File: config.mk
export PLATFORM = sky130hd
export DESIGN_NAME = sramcfg_regs
export DESIGN_NICKNAME = d
export VERILOG_FILES = /design/src/rtl/sramcfg_pkg.sv /design/src/rtl/sramcfg_decode.sv /design/src/rtl/sramcfg_regs.sv
export SDC_FILE = /design/constraint.sdc
export NUM_CORES = 1
export LEC_CHECK = 0
export ABC_AREA = 1
export BUFFER_PORTS_ARGS = -buffer_cell sky130_fd_sc_hd__buf_2
export CELL_PAD_IN_SITES_DETAIL_PLACEMENT = 1
export CELL_PAD_IN_SITES_GLOBAL_PLACEMENT = 2
export CORE_ASPECT_RATIO = 1.5
export CORE_MARGIN = 3
export CORE_UTILIZATION = 29
export DETAILED_ROUTE_END_ITERATION = 8
export PLACE_DENSITY_LB_ADDON = 0.2
export SYNTH_ARGS = -nofsm -noshare
export SYNTH_HDL_FRONTEND = slang
export SYNTH_HIERARCHICAL = 1
export SYNTH_SLANG_ARGS = --single-unit
File: constraint.sdc
create_clock -name clk_i -period 2.2 [get_ports clk_i]
set_input_delay 0.44 -clock clk_i [delete_from_list [all_inputs] [get_ports clk_i]]
set_output_delay 0.44 -clock clk_i [all_outputs]
set_load 0.03 [all_outputs]
File: src/rtl/sramcfg_pkg.sv
package sramcfg_pkg;
    localparam int unsigned DW = 32;
    localparam int unsigned AW = 32;
    localparam int unsigned WIN_BITS = 10;

    localparam logic [WIN_BITS-1:0] OFF_CFG   = 10'h004;
    localparam logic [WIN_BITS-1:0] OFF_ID    = 10'h024;
    localparam logic [WIN_BITS-1:0] OFF_ENTRY = 10'h0BC;
    localparam int unsigned ID_EN_BIT = 15;

    typedef enum logic [1:0] {
        SEL_NONE  = 2'd0,
        SEL_CFG   = 2'd1,
        SEL_ID    = 2'd2,
        SEL_ENTRY = 2'd3
    } sel_e;
endpackage

File: src/rtl/sramcfg_decode.sv
module sramcfg_decode
    import sramcfg_pkg::*;
(
    input  logic [AW-1:0] addr_i,
    input  logic [3:0]    be_i,
    output sel_e          sel_o,
    output logic          bad_o
);
    logic [WIN_BITS-1:0] off;
    logic                shape_ok;

    always_comb begin
        off      = addr_i[WIN_BITS-1:0];
        shape_ok = (addr_i[1:0] == 2'b00) && (be_i == 4'hF);
        unique case (off)
            OFF_CFG:   sel_o = SEL_CFG;
            OFF_ID:    sel_o = SEL_ID;
            OFF_ENTRY: sel_o = SEL_ENTRY;
            default:   sel_o = SEL_NONE;
        endcase
        if (!shape_ok) sel_o = SEL_NONE;
        bad_o = (sel_o == SEL_NONE);
    end
endmodule

File: src/rtl/sramcfg_regs.sv
module sramcfg_regs
    import sramcfg_pkg::*;
#(
    parameter logic [15:0]   CHIP_CODE = 16'h1701,
    parameter logic [DW-1:0] CFG_RESET = 32'h0000_1300
) (
    input  logic          clk_i,
    input  logic          rst_ni,
    input  logic          req_valid_i,
    output logic          req_ready_o,
    input  logic          req_write_i,
    input  logic [AW-1:0] req_addr_i,
    input  logic [3:0]    req_be_i,
    input  logic [DW-1:0] req_wdata_i,
    output logic          rsp_valid_o,
    output logic [DW-1:0] rsp_rdata_o,
    output logic          rsp_err_o
);
    typedef struct packed {
        logic [DW-1:0] cfg;
        logic          id_en;
        logic [DW-1:0] entry;
        logic          rvalid;
        logic [DW-1:0] rdata;
        logic          err;
    } state_t;

    state_t s_d, s_q;
    sel_e   sel;
    logic   bad;

    sramcfg_decode u_dec (
        .addr_i (req_addr_i),
        .be_i   (req_be_i),
        .sel_o  (sel),
        .bad_o  (bad)
    );

    assign req_ready_o = 1'b1;

    always_comb begin
        s_d        = s_q;
        s_d.rvalid = req_valid_i;
        s_d.err    = req_valid_i && bad;
        s_d.rdata  = '0;
        if (req_valid_i) begin
            if (req_write_i) begin
                unique case (sel)
                    SEL_CFG:   s_d.cfg   = req_wdata_i;
                    SEL_ID:    s_d.id_en = req_wdata_i[ID_EN_BIT];
                    SEL_ENTRY: s_d.entry = req_wdata_i;
                    default:   ;
                endcase
            end else begin
                unique case (sel)
                    SEL_CFG:   s_d.rdata = s_q.cfg;
                    SEL_ID:    s_d.rdata = s_q.id_en ? {CHIP_CODE, 16'h8000} : '0;
                    SEL_ENTRY: s_d.rdata = s_q.entry;
                    default:   s_d.rdata = '0;
                endcase
            end
        end
    end

    always_ff @(posedge clk_i) begin
        if (!rst_ni) begin
            s_q       <= '0;
            s_q.cfg   <= CFG_RESET;
        end else begin
            s_q <= s_d;
        end
    end

    assign rsp_valid_o = s_q.rvalid;
    assign rsp_rdata_o = s_q.rdata;
    assign rsp_err_o   = s_q.err;


    rsp_follows_req_chk: assert property (@(posedge clk_i) disable iff (!rst_ni)
        req_valid_i |=> rsp_valid_o);

    err_inside_rsp_chk: assert property (@(posedge clk_i) disable iff (!rst_ni)
        rsp_err_o |-> rsp_valid_o);

    err_zero_data_chk: assert property (@(posedge clk_i) disable iff (!rst_ni)
        rsp_err_o |-> (rsp_rdata_o == '0));

    bad_shape_keeps_cfg_chk: assert property (@(posedge clk_i) disable iff (!rst_ni)
        (req_valid_i && (req_be_i != 4'hF)) |=> $stable(s_q.cfg) && $stable(s_q.entry) && $stable(s_q.id_en));

    id_read_form_chk: assert property (@(posedge clk_i) disable iff (!rst_ni)
        (req_valid_i && !req_write_i && req_addr_i[9:0] == OFF_ID && req_be_i == 4'hF)
        |=> (rsp_rdata_o == '0 || rsp_rdata_o == {CHIP_CODE, 16'h8000}));
endmodule

# == Word-level counts from Yosys, hierarchy flattened ==
# Cells that the tools add are included.
# word_totals
word_cells,27
n_memories,0
out_inout_bits,35
inputBits,72
ff_bits,99
latchBits,0
romBits,0
ram_bits,0
# classes
bitwise_logic,2
mul,0
n_reduce_logical,8
n_lt_le_gt_ge,0
div_mod_pow,0
n_eq_ne,7
n_mux,4
shifts,0
addsub,0
# ops
operator,n
case mux 32 bit (3 select lines),1
2-to-1 mux 29 bit,1
== test 10 x 3 -> 1 bit (second input constant),1
== test 10 x 6 -> 1 bit (second input constant),1
== test 10 x 8 -> 1 bit (second input constant),1
AND reduction 3 bit,3
case mux 2 bit (3 select lines),1
== test 2 bit (second input constant),2
== test 4 bit (second input constant),1
logical NOT 2 bit,2
OR reduction 3 bit,1
== test 2 x 1 -> 1 bit (second input constant),1
logical AND 1 bit,2
2-to-1 mux 2 bit,1
NOT 1 bit,2

# == Depth between registers and ports, before layout ==
# Gate-level depths: netlist of run 1.
# logic_depth
word_depth,5
ltp_mapped,13
depth_no_buf,10

# == Hierarchy ==
# The synthesis of run 1 kept the hierarchy.
# modules_own_cells
mod,instances,seq_area_each_um2,cells_per_inst,area_each_um2
sramcfg_regs,1,1981.9,581,4189.0
sramcfg_decode,1,0.0,34,152.6

# == Worst setup path after synthesis of run 1 ==
# OpenSTA, ideal clock, no wires.
# synth_path
path_kind,input port to flip-flop
startpoint,input req_addr_i[0]
endpoint,register s_q[73] (netlist bit)
required_ns,2.087
path_buffers,3
arrival_ns,1.578
setup_ns,0.113
path_stages,13
slack_ns,0.510
path_cell_list,inv_1 > nand2_2 > nor2_2 > nand3_2 > a21oi_1 > buf_4 > inv_2 > nor2_4 > buf_6 > buf_4 > nand3_1 > nand2_1 > nor2_1
# synth_between
elab_chain_len,5
elab_cells_between_ends,9
classes_between,eq/ne: 4; mux: 2; reduce/logical: 3
# synth_rtl
item,line_no,source
"start, declared",sramcfg_regs.sv:12,"input logic [AW-1:0] req_addr_i,"
== test 10 x 8 -> 1 bit (tied with other cells),sramcfg_decode.sv:15,unique case (off)
case mux 2 bit (3 select lines) / logical AND 1 bit (equally long branches),"sramcfg_decode.sv:15, sramcfg_decode.sv:14",
2-to-1 mux 2 bit *,sramcfg_decode.sv:21,if (!shape_ok) sel_o = SEL_NONE;
via sel[0],sramcfg_regs.sv:29,sel_e sel;
== test 2 x 1 -> 1 bit *,sramcfg_regs.sv:48,unique case (sel)
AND reduction 3 bit (no source line) *,n/a,
"end, declared",sramcfg_regs.sv:28,"state_t s_d, s_q;"
# Mark *: on every way through the listed nets, which the timed path passes. The rest lies on a longest branch.
# A chain may end at the register's enable or synchronous reset.

# == Worst setup path in the final report of run 1 ==
# layout_path
startpoint,input req_addr_i[0]
endpoint,register s_q[70] (netlist bit)
# Same word-level chain as after synthesis.

==> results.cfg, run 1 <==
[sta]
clock_skew_ps = 5.20
tns_ps = 0
report.final.slew_viol_count = 0
max_freq_mhz = 563
fin_crit_sh_pct = 80.7
period_needed_ps = 1770
tightest_slew_ps = 763
relSlewSlack_pct = 49.1
setup_violations = 0
rsz0062_at_grt = no
hold_viol = 0

[critical_path]
start_kind = primary input
critPathArrivalTime_ps = 2010
crit_slowest_cell = buf_12
critPathMaxStageDelay_ps = 250
cp-end-kind = register
critical_path.top_delay_family = simple AND/OR/NAND/NOR gates
path_cells = buf_2 > inv_1 > nand2_2 > nor2_2 > nand3_2 > a21oi_1 > buf_4 > inv_2 > nor2_4 > buf_12 > nand3_1 > nand2_1 > nor2_1
path_max_fanout = 39
cp_num_buf_inv = 5
critPathKind = in -> reg
cp.required_ps = 2440

[clock_network]
cts.root.buffer_cell = clkbuf_16
clock_latency_ps = 340
clk_pin_slew_ps = 70
cts.sinks = 99
cts_buffers = 9
clockBufferDepth = 2
cts_setup_buffers = 0
ctsHoldBuffers = 0
h-tree-depth = 3
cts.repair.resized = 0
cts_tree = built

[detailed_routing]
drc = 0
post_drt_wl_per_cell_um = 12.7
drt-vias-per-instance = 4.30
drtAntennaViolNets = 0
drt-pass1-iter-count = 4
wl_mm = 10.9
dr.first_iter.drc_count = 123
num_vias = 3701

[layout]
nNetsFinal = 731
most-common-layout-cells = 169 x nand2_1, 129 x nor2_1, 99 x dfxtp_1
n_antenna_cell = 0
area_growth_pct = 15.0
nFillCells = 1897
mostFrequentLayoutCell = nand2_1
drive_gt1_share_pct = 19.1
final_cell_area_um2 = 4990

[power_and_ir_drop]
p_sw_mw = 0.811
seqPwrFrac_pct = 50.5
powerDensity_nw_per_um2 = 711
p_sw_share_pct = 22.8
power.leakage_nw = 2.31
p_comb_share_pct = 4.8
vdd_ir_drop_max_uv = 418
internal_power_mw = 2.74
power.share.clock_pct = 44.7

[synth]
ys_types = 22
synth_area_per_cell_um2 = 7.06
syn-cell-area_um2 = 4340
synth-seq-cells = 99
syn_inst = 615
synth_nets = 687
ys_seq_area_share_pct = 45.6
yosysWarnings = 6

[status]
status = finished clean

[floorplan]
core-area_um2 = 14600
io_pins = 107
die_h_um = 156
dieArea_um2 = 16500
rows = 54
die_w_um = 106
start_util_pct = 29.7

[job]
drv_cap = 0

[grt]
grt-ovfl-total = 0
grt_start_max_net_pins = 66
grt_pass1_wl_mm = 18.1
grtUsageTotal_pct = 13.7
antenna_found_initial = 0
grt_pass1_vias = 3865

[placed_design]
port_buffers = 83
place_congestion = 0.729
hpwl_mm = 7.29
placed_area_um2 = 4700

[hold_path]
hp-class = in -> reg
## synth_stat cells
master,count,area share [%]
a21oi_1,29,3.3
buf_1,6,0.52
buf_2,3,0.35
buf_4,43,7.4
buf_6,11,2.9
clkbuf_1,2,0.17
clkinv_1,1,0.086
conb_1,1,0.086
dfxtp_1,99,46
inv_1,51,4.4
inv_2,3,0.26
nand2_1,169,15
nand2_2,3,0.43
nand2_4,1,0.26
nand3_1,54,6.2
nand3_2,1,0.23
nand4_1,1,0.14
nor2_1,129,11
nor2_2,3,0.43
nor2_4,3,0.78
nor2_8,1,0.46
o21ai_1,1,0.12
## power by group through the flow
stage | logic (mW) | clock network, mW | registers (mW)
finish | 0.171 | 1.59 | 1.79
global placement | 0.171 | 0 | 1.83
CTS | 0.176 | 1.65 | 1.79
floorplan | 0.0919 | 0 | 1.84
global route | 0.194 | 1.72 | 1.79
detailed placement | 0.175 | 0 | 1.83
## cells by family (layout without fill, tap and decap cells)
logic type / after synthesis / after routing / share of synthesized area, %
compound gates: 30 / 30 / 3.46
buf+inv: 120 / 169 / 16.1
simple gates: 365 / 365 / 34.7
flops: 99 / 99 / 45.6
other cells: 1 / 1 / 0.0864
## cell type report
| class | count | area [um^2] | area share [%] |
|---|---|---|---|
| clock buffers | 11 | 233 | 4.66 |
| repair buffers | 98 | 603 | 12.1 |
| inverters | 55 | 206 | 4.14 |
| clock inverters | 5 | 61.3 | 1.23 |
| well taps | 196 | 245 | 4.91 |
| flip-flops and latches | 99 | 1980 | 39.7 |
| multi-input cells | 396 | 1660 | 33.3 |
## worst reg2reg max path, delay by kind of cell (launching register included)
| family | cells | cell delay (ps) |
|---|---|---|
| flops | 1 | 330 |
| simple gates | 3 | 470 |
| buf+inv | 1 | 60 |
## state kept, by name, summed over array words and instances (netlist names)
| name | cells |
|---|---|
| rsp_err_o | 1 |
| rsp_valid_o | 1 |
| s_q | 65 |
| rsp_rdata_o | 32 |
## per-layer routing
| layer | global-route usage (%) | vias up | share of wire, % |
|---|---|---|---|
| li1 | - | 1910 | - |
| met4 | 4.63 | 0 | 1.8 |
| met3 | 2.32 | 14 | 2.6 |
| met1 | 15.9 | 1726 | 44 |
| met5 | 0 | - | 0 |
| met2 | 25.2 | 51 | 51 |
## path summary, 6_finish.rpt
kind,start,to,slack [ps],cells past startpoint
min reg2reg,s_q[75],s_q[75],460,2
max,req_addr_i[0],s_q[70],430,13
max reg2reg,s_q[66],rsp_rdata_o[28],1290,4
min,req_wdata_i[9],s_q[76],340,3
## metrics by stage
step / hold slack [ps] / utilization [%] / instances / total power [mW] / setup slack (ps)
after floorplan: 429 / - / 615 / 1.93 / 510
after global placement: 440 / 32.2 / 844 / 2.01 / 60.7
after detailed placement: 444 / 32.2 / 844 / 2.01 / 37.0
after CTS: 321 / 34.2 / 860 / 3.62 / 404
after global routing: 344 / 34.2 / 860 / 3.70 / 170
final: 344 / 34.2 / 860 / 3.55 / 425
Power figures use the tool's default switching activity.
==> inputs of run 2 (changes only) <==
--- a/config.mk
+++ b/config.mk
@@ -5,7 +5,7 @@
 export SDC_FILE = /design/constraint.sdc
 export NUM_CORES = 1
 export LEC_CHECK = 0
-export ABC_AREA = 1
+export ABC_AREA = 0
 export BUFFER_PORTS_ARGS = -buffer_cell sky130_fd_sc_hd__buf_2
 export CELL_PAD_IN_SITES_DETAIL_PLACEMENT = 1
 export CELL_PAD_IN_SITES_GLOBAL_PLACEMENT = 2
==> constraint.sdc (replaced) <==
create_clock -name clk_i -period 1.5 [get_ports clk_i]
set_input_delay 0.3 -clock clk_i [delete_from_list [all_inputs] [get_ports clk_i]]
set_output_delay 0.3 -clock clk_i [all_outputs]
set_load 0.03 [all_outputs]
==> results.cfg, run 2 <==
[synth]
synth.top_cell.area_share_pct = 49.2
netlist_top_cells_count = 99 x dfxtp_1, 97 x mux2i_1, 94 x nand2_1, 34 x buf_4, 26 x nor2_1
yosysWarnings = 6
ys_types = 28
synth_nets = 479
synth-seq-cells = 99
syn_inst = 407
yosys-top-cells-area = dfxtp_1 49%, mux2i_1 24%, nand2_1 8.8%
yosys.area.top_type = dfxtp_1
synth_area_per_cell_um2 = 9.90
synthAdderAreaFrac_pct = 0
synthArstFlopShare_pct = 0
synthSimpleGateAreaFrac_pct = 15.5
synth_top_family_by_area = multiplexers
synth_top_flop_cell = dfxtp_1
ys_seq_area_share_pct = 49.2
synth.most_common_cell = dfxtp_1
synth_compound_area_share_pct = 1.55
synthXorXnorAreaFrac_pct = 0
synth_edf_count = 0
synthMuxAreaShare_pct = 24.1
syn-cell-area_um2 = 4030

[placed_design]
port_buffers = 83
place_congestion = 0.706
dp_cells = 620
hpwl_mm = 6.78

[sta]
layout_setup_ws_ps = -138
whs_ps = 220
hold_viol = 0
clock_skew_ps = 4.38
max_freq_mhz = 610
rsz0062_at_grt = yes
fin_crit_sh_pct = 109
report.final.slew_viol_count = 0
period_needed_ps = 1640
setup_violations = 96
tns_ps = -8430

[floorplan]
die_w_um = 102
start_util_pct = 29.8
dieArea_um2 = 15400
rows = 52
io_pins = 107
core-area_um2 = 13500
die_h_um = 150

[clock_network]
ctsHoldBuffers = 0
h-tree-depth = 3
cts.root.buffer_cell = clkbuf_16
clock_latency_ps = 340
cts_buffers = 9
cts_tree = built
cts.sinks = 99
clockBufferDepth = 2
clk_pin_slew_ps = 70

[job]
drv_cap = 0

[layout]
mostFrequentLayoutCell = dfxtp_1
nNetsFinal = 551
area_growth_pct = 25.6
multiInputGateArea_um2 = 1750
ff_latch_area_um2 = 1980
regMostFlops = s_q
nFillCells = 1573
drive_gt1_share_pct = 31.2
n_antenna_cell = 0
most-common-layout-cells = 99 x dfxtp_1, 94 x nand2_1, 88 x mux2i_1
final_cells = 646
largest_reg_flops = 65

[grt]
grt_pass1_vias = 3091
grt-ovfl-total = 0
grt_start_max_net_pins = 42
antenna_found_initial = 0
grtUsageTotal_pct = 13.0
grt_pass1_wl_mm = 15.2

[power_and_ir_drop]
total_power_mw = 5.18
p_sw_share_pct = 21.6
vdd_ir_drop_max_uv = 469
p_sw_mw = 1.12
p_comb_share_pct = 4.0
seqPwrFrac_pct = 50.7
power.share.clock_pct = 45.3
power.leakage_nw = 2.28
powerDensity_nw_per_um2 = 1020
internal_power_mw = 4.06

[critical_path]
critPathArrivalTime_ps = 1860
rrSetupSlack_ps = 600
critPathKind = in -> reg
cp-end-kind = register
cp.required_ps = 1720
start_kind = primary input
path_max_fanout = 13

[detailed_routing]
num_vias = 2918
drt-vias-per-instance = 4.52
wl_mm = 9.90
drc = 0
drt-pass1-iter-count = 4
dr.first_iter.drc_count = 68
drtAntennaViolNets = 0
post_drt_wl_per_cell_um = 15.3

[hold_path]
hp-class = in -> reg

[status]
status = finished, violations left
failed_checks = setup timing
[run 2: changes by cell type after synthesis, moves of 9 or more]
cell and change:
a21oi_1 -29, inv_1 -50, mux2i_1 +97, nor2_1 -103
buf_4 -9, nand3_1 -53, nand2_1 -75, clkbuf_1 +9
buf_6 -9
[run 2: power by group through the flow]
stage | sequential, mW | combinational, mW | clock (mW)
2_1_floorplan | 2.70 | 0.0872 | 0
3_3_place_gp | 2.69 | 0.199 | 0
3_5_place_dp | 2.69 | 0.202 | 0
4_1_cts | 2.63 | 0.204 | 2.44
5_1_grt | 2.63 | 0.228 | 2.55
6_report | 2.63 | 0.205 | 2.35
[run 2: timing repair]
item | 4_1_cts | 5_1_grt
resized for setup | 10 | 17
setup buffers | 4 | 4
pin swaps | 0 | 1
gates cloned | 0 | 2
endpoints found under the setup margin | 96 | 96
[run 2: final cells by class]
cell class / count / area share (%)
clock buffers: 13 / 4.94
clock inverters: 3 / 0.914
inverters: 1 / 0.0741
multi-input cells: 249 / 34.6
flip-flops and latches: 99 / 39.1
well taps: 162 / 4.00
repair buffers: 119 / 16.3
[run 2: through the flow]
step	area, um^2	setup WS [ps]	utilization (%)
6_report	5060	-138	37.4
5_1_grt	5060	-218	37.4
4_1_cts	4910	-142	36.3
3_5_place_dp	4540	-534	33.5
3_3_place_gp	4540	-498	33.5
2_1_floorplan	4060	-246	-
[run 2: cell families (layout without fill, tap and decap cells)]
group,after synthesis,after routing
AOI/OAI and AO/OA,9,9
DFF,99,99
and+or+nand+nor,142,142
muxes,97,97
other,1,1
buffers and inverters,59,136
[run 2: layer usage]
metal / share of wire [%] / track usage (%) / vias up
li1: - / - / 1462
met1: 42 / 14.5 / 1399
met2: 53 / 23.7 / 46
met3: 2.9 / 2.23 / 11
met4: 1.9 / 5.91 / 0
met5: 0 / 0 / -
[run 2: path summary, 6_finish.rpt]
kind	endpoint	from	cells past startpoint
setup reg to reg	rsp_rdata_o[25]	s_q[66]	3
hold / removal	s_q[46]	req_wdata_i[12]	3
hold reg to reg	s_q[72]	s_q[72]	2
setup / recovery	s_q[49]	req_addr_i[1]	8
[run 2: critical path, cell delays in order]
cell       delay, ps
buf_6             90
nor4_4           240
nand4_1          230
and2b_2          330
buf_4            120
nand4_4          170
clkbuf_16        250
mux2i_1          130
